## src/rtl/spf_pkg.sv

```systemverilog
package spf_pkg;

    typedef enum logic [1:0] {
        PK_W4  = 2'd0,
        PK_W8  = 2'd1,
        PK_W16 = 2'd2,
        PK_W32 = 2'd3
    } pack_sz_e;

    typedef struct packed {
        logic     en;
        pack_sz_e sz;
    } pack_cfg_t;

    // error flag bit positions
    localparam int unsigned ERR_TX_OVF = 0;
    localparam int unsigned ERR_TX_UNF = 1;
    localparam int unsigned ERR_RX_OVF = 2;
    localparam int unsigned ERR_RX_UNF = 3;
    localparam int unsigned ERR_N      = 4;

    // index of the last slice inside one entry
    function automatic logic [2:0] last_slice(pack_cfg_t c);
        if (!c.en) return 3'd0;
        case (c.sz)
            PK_W4:   return 3'd7;
            PK_W8:   return 3'd3;
            PK_W16:  return 3'd1;
            default: return 3'd0;
        endcase
    endfunction

    function automatic logic [31:0] slice_mask(pack_cfg_t c);
        if (!c.en) return 32'hFFFF_FFFF;
        case (c.sz)
            PK_W4:   return 32'h0000_000F;
            PK_W8:   return 32'h0000_00FF;
            PK_W16:  return 32'h0000_FFFF;
            default: return 32'hFFFF_FFFF;
        endcase
    endfunction

    function automatic logic [4:0] slice_shift(pack_cfg_t c, logic [2:0] idx);
        logic [4:0] v;
        v = {2'b00, idx};
        if (!c.en) return 5'd0;
        return v << ({1'b0, c.sz} + 3'd2);
    endfunction

endpackage

```

## src/rtl/spf_queue.sv

```systemverilog
module spf_queue #(
    parameter int WIDTH = 32,
    parameter int DEPTH = 32
) (
    input  logic                       clk,
    input  logic                       rst,
    input  logic                       flush,
    input  logic                       push,
    input  logic [WIDTH-1:0]           push_data,
    input  logic                       pop,
    output logic [WIDTH-1:0]           head,
    output logic [$clog2(DEPTH):0]     count,
    output logic                       full,
    output logic                       empty
);
    localparam int AW = $clog2(DEPTH);
    localparam int CW = AW + 1;

    logic [WIDTH-1:0] mem [DEPTH];
    logic [AW-1:0]    wr_ptr;
    logic [AW-1:0]    rd_ptr;
    logic [CW-1:0]    cnt;
    logic             do_push;
    logic             do_pop;

    assign full    = (cnt == CW'(DEPTH));
    assign empty   = (cnt == '0);
    assign do_push = push && !full && !flush;
    assign do_pop  = pop && !empty && !flush;
    assign head    = mem[rd_ptr];
    assign count   = cnt;

    always_ff @(posedge clk) begin
        if (rst || flush) begin
            wr_ptr <= '0;
            rd_ptr <= '0;
            cnt    <= '0;
        end else begin
            if (do_push) wr_ptr <= wr_ptr + 1'b1;
            if (do_pop)  rd_ptr <= rd_ptr + 1'b1;
            cnt <= cnt + CW'(do_push) - CW'(do_pop);
        end
    end

    always_ff @(posedge clk) begin
        if (do_push) mem[wr_ptr] <= push_data;
    end


    q_count_bound_chk: assert property (@(posedge clk) disable iff (rst)
        cnt <= CW'(DEPTH));


    q_full_hold_chk: assert property (@(posedge clk) disable iff (rst)
        full && push && !pop && !flush |=> full);


    q_flush_empty_chk: assert property (@(posedge clk) disable iff (rst)
        flush |=> empty);

endmodule

```

## src/rtl/spf_tx_unpack.sv

```systemverilog
module spf_tx_unpack
    import spf_pkg::*;
(
    input  logic        clk,
    input  logic        rst,
    input  pack_cfg_t   cfg,
    input  logic        flush,
    input  logic        pop_req,
    input  logic [31:0] q_head,
    input  logic        q_empty,
    output logic        q_pop,
    output logic [31:0] word,
    output logic        underflow
);
    logic [2:0] idx;
    logic       at_last;
    logic       take;

    assign at_last   = (idx >= last_slice(cfg));
    assign take      = pop_req && !q_empty && !flush;
    assign q_pop     = take && at_last;
    assign underflow = pop_req && q_empty && !flush;
    assign word      = q_empty ? 32'd0
                                : ((q_head >> slice_shift(cfg, idx)) & slice_mask(cfg));

    always_ff @(posedge clk) begin
        if (rst || flush) begin
            idx <= '0;
        end else if (take) begin
            idx <= at_last ? 3'd0 : idx + 3'd1;
        end
    end


    tx_unf_hold_chk: assert property (@(posedge clk) disable iff (rst)
        pop_req && q_empty && !flush |=> $stable(idx));

endmodule

```

## src/rtl/spf_rx_pack.sv

```systemverilog
module spf_rx_pack
    import spf_pkg::*;
(
    input  logic        clk,
    input  logic        rst,
    input  pack_cfg_t   cfg,
    input  logic        flush,
    input  logic        push_req,
    input  logic [31:0] word_in,
    input  logic        q_full,
    output logic        q_push,
    output logic [31:0] q_data,
    output logic        overflow
);
    logic [31:0] acc;
    logic [2:0]  idx;
    logic [31:0] merged;
    logic        at_last;
    logic        fire;

    assign merged   = acc | ((word_in & slice_mask(cfg)) << slice_shift(cfg, idx));
    assign at_last  = (idx >= last_slice(cfg));
    assign fire     = push_req && !flush && at_last;
    assign q_data   = cfg.en ? merged : word_in;
    assign q_push   = fire && !q_full;
    assign overflow = fire && q_full;

    always_ff @(posedge clk) begin
        if (rst || flush) begin
            acc <= '0;
            idx <= '0;
        end else if (push_req) begin
            if (at_last) begin
                acc <= '0;
                idx <= '0;
            end else begin
                acc <= merged;
                idx <= idx + 3'd1;
            end
        end
    end


    rx_acc_clear_chk: assert property (@(posedge clk) disable iff (rst)
        fire |=> (acc == 32'd0) && (idx == 3'd0));

endmodule

```

## src/rtl/spi_pack_fifo.sv

```systemverilog
module spi_pack_fifo
    import spf_pkg::*;
#(
    parameter int DEPTH = 32
) (
    input  logic        clk,
    input  logic        rst,
    input  logic        pack_en,
    input  logic [1:0]  pack_sz,
    input  logic        bus_tx_wr,
    input  logic [31:0] bus_tx_data,
    input  logic        bus_rx_rd,
    output logic [31:0] bus_rx_data,
    input  logic        eng_tx_pop,
    output logic [31:0] eng_tx_word,
    input  logic        eng_rx_push,
    input  logic [31:0] eng_rx_word,
    input  logic        tx_flush,
    input  logic        rx_flush,
    input  logic [3:0]  err_clr,
    output logic [31:0] lvl_word,
    output logic        tx_full,
    output logic        tx_empty,
    output logic        rx_full,
    output logic        rx_empty,
    output logic [3:0]  err_flags
);
    localparam int CW = $clog2(DEPTH) + 1;

    pack_cfg_t     cfg;
    logic [31:0]   tx_head;
    logic [31:0]   rx_head;
    logic [CW-1:0] tx_cnt;
    logic [CW-1:0] rx_cnt;
    logic [CW-1:0] tx_free;
    logic          tx_q_pop;
    logic          rx_q_push;
    logic [31:0]   rx_q_data;
    logic          tx_unf_ev;
    logic          rx_ovf_ev;
    logic          tx_ovf_ev;
    logic          rx_unf_ev;
    logic          rx_rd_ok;
    logic [ERR_N-1:0] err_set;
    logic [ERR_N-1:0] err_q;

    assign cfg.en = pack_en;
    assign cfg.sz = pack_sz_e'(pack_sz);

    spf_queue #(.WIDTH(32), .DEPTH(DEPTH)) u_txq (
        .clk(clk), .rst(rst), .flush(tx_flush),
        .push(bus_tx_wr), .push_data(bus_tx_data), .pop(tx_q_pop),
        .head(tx_head), .count(tx_cnt), .full(tx_full), .empty(tx_empty)
    );

    spf_tx_unpack u_txu (
        .clk(clk), .rst(rst), .cfg(cfg), .flush(tx_flush),
        .pop_req(eng_tx_pop), .q_head(tx_head), .q_empty(tx_empty),
        .q_pop(tx_q_pop), .word(eng_tx_word), .underflow(tx_unf_ev)
    );

    assign rx_rd_ok = bus_rx_rd && !rx_empty && !rx_flush;

    spf_queue #(.WIDTH(32), .DEPTH(DEPTH)) u_rxq (
        .clk(clk), .rst(rst), .flush(rx_flush),
        .push(rx_q_push), .push_data(rx_q_data), .pop(rx_rd_ok),
        .head(rx_head), .count(rx_cnt), .full(rx_full), .empty(rx_empty)
    );

    spf_rx_pack u_rxp (
        .clk(clk), .rst(rst), .cfg(cfg), .flush(rx_flush),
        .push_req(eng_rx_push), .word_in(eng_rx_word), .q_full(rx_full),
        .q_push(rx_q_push), .q_data(rx_q_data), .overflow(rx_ovf_ev)
    );

    assign tx_ovf_ev = bus_tx_wr && tx_full && !tx_flush;
    assign rx_unf_ev = bus_rx_rd && rx_empty && !rx_flush;

    always_comb begin
        err_set             = '0;
        err_set[ERR_TX_OVF] = tx_ovf_ev;
        err_set[ERR_TX_UNF] = tx_unf_ev;
        err_set[ERR_RX_OVF] = rx_ovf_ev;
        err_set[ERR_RX_UNF] = rx_unf_ev;
    end

    always_ff @(posedge clk) begin
        if (rst) begin
            err_q       <= '0;
            bus_rx_data <= '0;
        end else begin
            err_q <= err_set | (err_q & ~err_clr);
            if (bus_rx_rd && !rx_flush) begin
                bus_rx_data <= rx_empty ? 32'd0 : rx_head;
            end
        end
    end

    assign err_flags = err_q;
    assign tx_free   = CW'(DEPTH) - tx_cnt;

    always_comb begin
        lvl_word        = '0;
        lvl_word[5:0]   = 6'(tx_free);
        lvl_word[21:16] = 6'(rx_cnt);
    end

    generate
        for (genvar g = 0; g < ERR_N; g++) begin : g_sticky

            err_sticky_chk: assert property (@(posedge clk) disable iff (rst)
                err_q[g] && !err_clr[g] |=> err_q[g]);
        end
    endgenerate


    tx_ovf_set_chk: assert property (@(posedge clk) disable iff (rst)
        bus_tx_wr && tx_full && !tx_flush |=> err_flags[ERR_TX_OVF]);


    rx_unf_zero_chk: assert property (@(posedge clk) disable iff (rst)
        bus_rx_rd && rx_empty && !rx_flush |=> (bus_rx_data == 32'd0) && err_flags[ERR_RX_UNF]);


    tx_flush_free_chk: assert property (@(posedge clk) disable iff (rst)
        tx_flush |=> (lvl_word[5:0] == 6'(DEPTH)));


    flag_excl_chk: assert property (@(posedge clk) disable iff (rst)
        !(tx_full && tx_empty) && !(rx_full && rx_empty));

endmodule

```

## config.mk

```make
export PLATFORM = sky130hd
export DESIGN_NAME = spi_pack_fifo
export DESIGN_NICKNAME = d
export VERILOG_FILES = /design/src/rtl/spf_pkg.sv /design/src/rtl/spf_queue.sv /design/src/rtl/spf_tx_unpack.sv /design/src/rtl/spf_rx_pack.sv /design/src/rtl/spi_pack_fifo.sv
export SDC_FILE = /design/constraint.sdc
export NUM_CORES = 2
export LEC_CHECK = 0
export ABC_AREA = 0
export CAP_MARGIN = 5
export CELL_PAD_IN_SITES_DETAIL_PLACEMENT = 1
export CELL_PAD_IN_SITES_GLOBAL_PLACEMENT = 1
export CORE_AREA = 2 2 360 541
export CTS_CLUSTER_DIAMETER = 80
export DETAILED_ROUTE_END_ITERATION = 8
export DIE_AREA = 0 0 362 543
export DONT_BUFFER_PORTS = 1
export PLACE_DENSITY = 0.74
export RECOVER_POWER = 50
export SLEW_MARGIN = 30
export SYNTH_ARGS = -nofsm -noshare
export SYNTH_HDL_FRONTEND = slang
export SYNTH_HIERARCHICAL = 1
export SYNTH_SLANG_ARGS = --single-unit
```

## constraint.sdc

```tcl
create_clock -name clk -period 6 [get_ports clk]
set_input_delay 0.6 -clock clk [delete_from_list [all_inputs] [get_ports clk]]
set_output_delay 0.6 -clock clk [all_outputs]
set_load 0.01 [all_outputs]
```

Word level (Yosys, flattened, before mapping)

Memories as Yosys holds them, arrays and structs flattened. A register that Yosys moved wholly into a read port is not among the register bits.
Index checks and enable logic that the tools add are counted.

Register bits: 106
Input bits: 79
Output and inout bits: 104
Logic and storage cells: 96
RAM bits: 2048
Memories kept: 2

Multiplexer cells: 20
Bitwise logic cells: 6
$lt $le $gt $ge: 2
Equality and inequality tests: 4
Shift-type cells: 4
Reduce and logical (&&, ||, !) cells: 35
Add/sub/neg operators: 12

Memory list:

| memory    | words | bits a word | read ports | clocked after Yosys merged registers in | write ports | line            | source |
|---|---|---|---|---|---|---|---|
| u_rxq.mem | 32    | 32          | 1          | 1                                       | 1           | spf_queue.sv:19 | `logic [WIDTH-1:0] mem [DEPTH];` |
| u_txq.mem | 32    | 32          | 1          | 1                                       | 1           | spf_queue.sv:19 |  |

Operator list:

| operator                                                       | count |
|---|---|
| 32-bit 2-to-1 mux                                              | 5 |
| 32-bit case mux with 3 select lines                            | 1 |
| 32-bit bitwise AND                                             | 2 |
| 32-bit bitwise OR                                              | 1 |
| 32-bit by 5-bit left shift with 32-bit output                  | 1 |
| 32-bit by 5-bit right shift with 32-bit output                 | 1 |
| 5-bit 2-to-1 mux                                               | 6 |
| 1-bit logical AND                                              | 24 |
| 5-bit by 1-bit adder with 5-bit output (second input constant) | 4 |
| 6-bit by 1-bit adder with 6-bit output                         | 2 |
| 6-bit equality test (second input constant)                    | 2 |
| 6-bit logical NOT                                              | 2 |
| 6-bit by 1-bit subtractor with 6-bit output                    | 2 |
| 3-bit by 3-bit left shift with 5-bit output                    | 2 |
| 3-bit 2-to-1 mux                                               | 3 |
| 3-bit case mux with 3 select lines                             | 1 |
| 3-bit by 1-bit adder with 3-bit output (second input constant) | 2 |
| 3-bit >= comparator                                            | 2 |
| 1-bit logical NOT                                              | 6 |
| 6-bit subtractor (first input constant)                        | 1 |
| 4-bit bitwise AND                                              | 1 |
| 1-bit 2-to-1 mux                                               | 4 |
| 4-bit NOT                                                      | 1 |
| 4-bit bitwise OR                                               | 1 |
| other kinds (5)                                                | 6 |

Depth between registers and ports, before layout

Word-level depth: 10
Depth in mapped cells: 19
Gate-level depth less buffers: 17

Modules after synthesis

Netlist, hierarchy kept.

Modules (own cells, without submodules):

| module            | area each (sq um) | times used | cells an instance | sequential area each (sq um) |
|---|---|---|---|---|
| spf_queue (u_txq) | 40349.9           | 1          | 2044              | 31169.9 |
| spf_queue (u_rxq) | 40343.7           | 1          | 2043              | 31169.9 |
| spf_rx_pack       | 2523.7            | 1          | 326               | 700.7 |
| spi_pack_fifo     | 1629.1            | 1          | 193               | 720.7 |
| spf_tx_unpack     | 1098.6            | 1          | 166               | 60.1 |

Worst setup path after synthesis

Ideal clock, no wire load.

Path type: input to register
Start: input pack_en
End: memory u_rxq.mem[29][0], enable pin
Stages: 11
Required time: 5.579 ns
Path slack: 1.397 ns
Library setup time: 0.421 ns
Arrival: 4.182 ns
Buffers on the path: 2
Path through: buf_6 a21bo_1 clkbuf_1 inv_1 ha_1 nand2b_1 a211oi_2 nor4_1 nor3b_1 nand2_1 nor2_1

Longest elaborated chain between the ends: 8

RTL lines:

| element                                | line                | source |
|---|---|---|
| start, declared                        | spi_pack_fifo.sv:8  | `input logic pack_en,` |
| 3-bit 2-to-1 mux                       | spf_pkg.sv:25       | `case (c.sz)` |
| 3-bit >= comparator                    | spf_rx_pack.sv:22   | `assign at_last = (idx >= last_slice(cfg));` |
| 1-bit logical AND                      | spf_rx_pack.sv:23   | `assign fire = push_req && !flush && at_last;` |
| 1-bit logical AND                      | spf_rx_pack.sv:25   | `assign q_push = fire && !q_full;` |
| named net rx_q_push                    | spi_pack_fifo.sv:37 | `logic rx_q_push;` |
| 1-bit logical AND (2 in a row)         | spf_queue.sv:28     | `assign do_push = push && !full && !flush;` |
| 1-bit 2-to-1 mux                       | spf_queue.sv:46     | `if (do_push) mem[wr_ptr] <= push_data;` |
| 1-bit 2-to-1 mux (implied by the code) | spf_queue.sv:46     |  |
| end, declared                          | spf_queue.sv:19     |  |

The timed path passes the listed nets, and every way through them passes these cells.

==> flow_summary.ini <==
[drt]
drc = 0
via_per_inst = 6.241
dr.first_iter.drc_count = 4613
wl_per_cell_um = 33.44
detail-route-antenna-nets = 0
drt_pre_antenna_iters = 6
postRouteWirelength_um = 252400
total_via_count_after_detailed_routing = 47103

[clock_tree]
numCtsBuffers = 204
clk_pin_slew_ps = 60
tritoncts_clock_tree = built
clock_tree.root_cell = sky130_fd_sc_hd__clkbuf_16
postCtsSetupBuffers = 0
clkSinkCount = 2164
worst_skew_pair.late_latency_ps = 880
clockBufferDepth = 4
h-tree-depth = 4

[floorplan]
io-pin-count = 183
core-area_sq_um = 191500
die_area_sq_um = 196600
std_cell_rows = 197
die_width_um = 362
die_h_um = 543
floorplan.initialDensity_pct = 44.88

[power_and_ir_drop]
irDropWorstVdd_v = 0.0003672
power_density_nw_per_um2 = 309.4
total_power_mw = 29.87
power_leakage_nw = 29.43

[final_layout]
final_common_cell = sky130_fd_sc_hd__edfxtp_1
instances_no_fill = 7547
fin_nets = 5023
area_growth_syn_to_layout_pct = 12.31
final_cell_mix = sky130_fd_sc_hd__edfxtp_1 (2048), sky130_fd_sc_hd__mux2_2 (391), sky130_fd_sc_hd__mux4_2 (256)
stdcell_area_sq_um = 96520
sequential_cell_area_sq_um = 63840
area_of_the_multi_input_gates_sq_um = 21020
share_of_post_route_cells_with_drive_strength_above_1_pct = 23.40
fill_cells = 17397

[synthesis]
post_synth_main_area_contributors = sky130_fd_sc_hd__edfxtp_1 (72%), sky130_fd_sc_hd__mux4_2 (6.7%), sky130_fd_sc_hd__mux2_2 (5.1%)
netlist.area_leader.share_pct = 71.56
post_synth_num_cell_types = 77
synth_largest_area_cell = sky130_fd_sc_hd__edfxtp_1
synth_flop_cell = sky130_fd_sc_hd__edfxtp_1
ys.warnings.count = 6
ys_ff_latch = 2164
synthesis.instances = 4772
postSynth.asyncResetShare_pct = 0
syn-cell-area_sq_um = 85940
yosysSeqAreaShare_pct = 74.26
syn_area_per_cell_sq_um = 18.01
post_synth_edffs = 2048

[setup_path]
type_of_destination_of_the_critical_path = output pin
worstSetupStartpointType = register
timing.critical_path.fanout_max = 57
crit_required_ps = 5400
setup.worst_path.class = register to output pin
crit_arrival_ps = 4670

[sta]
final_min_period_over_clock_period_pct = 87.87
rsz0062_at_grt = false
slew_viol_final = 759
slew-limit-headroom_pct = -119.0
clock_skew_ps = 68.88
worst_pin_slew_ps = 3285
totalNegativeSetupSlack_ps = 0
setup_viol_count_final = 0
finalCriticalPeriod_ps = 5272
report.final.hold_viol_count = 0
max_freq_ghz = 0.1897

[placement]
detailed_place.area_sq_um = 90070
globalplace.congestion = 0.8437
placed_cells = 7124
place_hpwl_um = 152600
port-buffer-count = 0

[grt]
grt_use_met2_pct = 45.15
busiest_layer = met2
wire_length_of_the_first_global_routing_pass_um = 359500
total_grt_overflow = 0
largest_net_degree_at_the_start_of_global_routing = 101
grt_util_met3_pct = 5.404
met1_capacity_usage_during_global_routing_pct = 29.06
grt_antenna_before_repair = 16
grt_use_total_pct = 25.46
first_global_vias = 50204

[status]
run_status = complete, but fails checks
violated_checks = max-capacitance violations, max-slew violations

[run]
max_cap_viols = 28

[worst_hold_path]
hold_path_class = primary input to register
-- cell families (layout without fill, tap and decap cells) --
group / after synthesis / in the layout / share of synthesized area, %
xor gates and xnor gates: 24 / 24 / 0.2446
muxes: 663 / 663 / 12.03
other: 1 / 24 / 0.004363
buffers and inverters: 370 / 635 / 2.040
AOI/OAI and AO/OA: 766 / 766 / 6.071
adders and majority gates: 39 / 39 / 0.5852
DFF: 2164 / 2164 / 74.26
and+or+nand+nor: 745 / 745 / 4.765
-- worst max-delay path, stage by stage (launching register included) --
cell and delay [ps]:
sky130_fd_sc_hd__dfxtp_4 900, sky130_fd_sc_hd__buf_4 560, sky130_fd_sc_hd__mux4_2 390, sky130_fd_sc_hd__a22o_1 270, sky130_fd_sc_hd__or4_1 750, sky130_fd_sc_hd__a222oi_1 570, sky130_fd_sc_hd__a21oi_1 210
-- Yosys cell counts (9+ instances only) --
| library cell | number |
|---|---|
| sky130_fd_sc_hd__nand3_1 | 10 |
| sky130_fd_sc_hd__nand2_1 | 112 |
| sky130_fd_sc_hd__a22o_1 | 133 |
| sky130_fd_sc_hd__a211oi_1 | 134 |
| sky130_fd_sc_hd__buf_4 | 32 |
| sky130_fd_sc_hd__a22oi_1 | 11 |
| sky130_fd_sc_hd__nand3b_1 | 41 |
| sky130_fd_sc_hd__xor2_1 | 15 |
| sky130_fd_sc_hd__edfxtp_1 | 2048 |
| sky130_fd_sc_hd__nor3_1 | 133 |
| sky130_fd_sc_hd__a311oi_1 | 9 |
| sky130_fd_sc_hd__nor2_1 | 146 |
| sky130_fd_sc_hd__buf_2 | 45 |
| sky130_fd_sc_hd__mux2i_1 | 15 |
| sky130_fd_sc_hd__ha_1 | 37 |
| sky130_fd_sc_hd__buf_6 | 25 |
| sky130_fd_sc_hd__xnor2_1 | 9 |
| sky130_fd_sc_hd__nand2b_1 | 17 |
| sky130_fd_sc_hd__buf_1 | 34 |
| sky130_fd_sc_hd__or4_1 | 64 |
| sky130_fd_sc_hd__a31oi_1 | 12 |
| sky130_fd_sc_hd__and2_1 | 20 |
| sky130_fd_sc_hd__mux4_2 | 256 |
| sky130_fd_sc_hd__mux2_2 | 391 |
| sky130_fd_sc_hd__inv_1 | 61 |
| sky130_fd_sc_hd__o21ai_0 | 148 |
| sky130_fd_sc_hd__a21oi_1 | 111 |
| sky130_fd_sc_hd__o22ai_1 | 132 |
| sky130_fd_sc_hd__clkbuf_1 | 171 |
| sky130_fd_sc_hd__nor2b_1 | 134 |
| sky130_fd_sc_hd__o21a_1 | 10 |
| sky130_fd_sc_hd__dfxtp_1 | 116 |
| sky130_fd_sc_hd__nor3b_1 | 11 |
| sky130_fd_sc_hd__o211ai_1 | 14 |
-- path summary, 6_finish.rpt --
kind / slack [ps] / cells past startpoint / endpoint / start
hold reg to reg: 460 / 2 / u_rxp/acc[6]$_SDFFE_PP0P_ / u_rxp/acc[6]$_SDFFE_PP0P_
setup / recovery: 730 / 6 / eng_tx_word[4] / register
setup reg to reg: 740 / 17 / u_rxq/count[4]$_SDFF_PP0_ / u_rxq/count[3]$_SDFF_PP0_
hold / removal: 20 / 2 / u_rxp/acc[0]$_SDFFE_PP0P_ / eng_rx_word[0]
-- repair_timing --
| action | 4_1_cts | 5_1_grt |
|---|---|---|
| hold endpoints to repair | 1095 | 0 |
| hold buffers | 56 | 0 |
| resized for setup | 0 | 0 |
-- per-stage QoR --
stage | hold WS [ps] | setup WS [ps] | utilization (%)
4_1_cts | 2.147 | 723.5 | 50.66
3_5_place_dp | 455.7 | 1150 | 47.03
5_1_grt | 7.241 | 447.0 | 50.39
3_3_place_gp | 446.4 | 1119 | 46.88
6_report | 23.48 | 727.7 | 50.40
2_1_floorplan | 431.2 | 1397 | -
-- flip-flops by register name, summed over array words and instances (netlist names), named ones only --
register	count
u_txq/mem	1024
u_txq/rd_ptr	5
err_flags	4
u_rxp/idx	3
u_txq/wr_ptr	5
u_txu/idx	3
bus_rx_data	32
u_rxp/acc	32
u_rxq/rd_ptr	5
u_rxq/wr_ptr	5
u_rxq/mem	1024
u_txq/count	6
u_rxq/count	6
-- report_power, final --
part	internal (mW)	switching (mW)	leakage (nW)	total, mW
combinational	0.124	0.509	6.99	0.632
sequential	16.6	0.0150	19.4	16.6
clock	7.00	5.61	3.07	12.6
total	23.7	6.13	29.4	29.9
-- cell type report --
cell class,instances,area share (%)
Antenna cell,4,0.01037
Clock buffer,247,5.478
Clock inverter,110,1.071
Inverter,63,0.2450
Multi-Input combinational cell,2257,21.78
Sequential cell,2164,66.14
Tap cell,2487,3.224
Timing Repair Buffer,215,2.057
-- metal layers --
layer	share of wire (%)	routed length (um)
met5	0.048	120
met4	5.4	13570
met3	7.6	19220
met2	52	131700
met1	35	87820
Power figures use the tool's default switching activity.
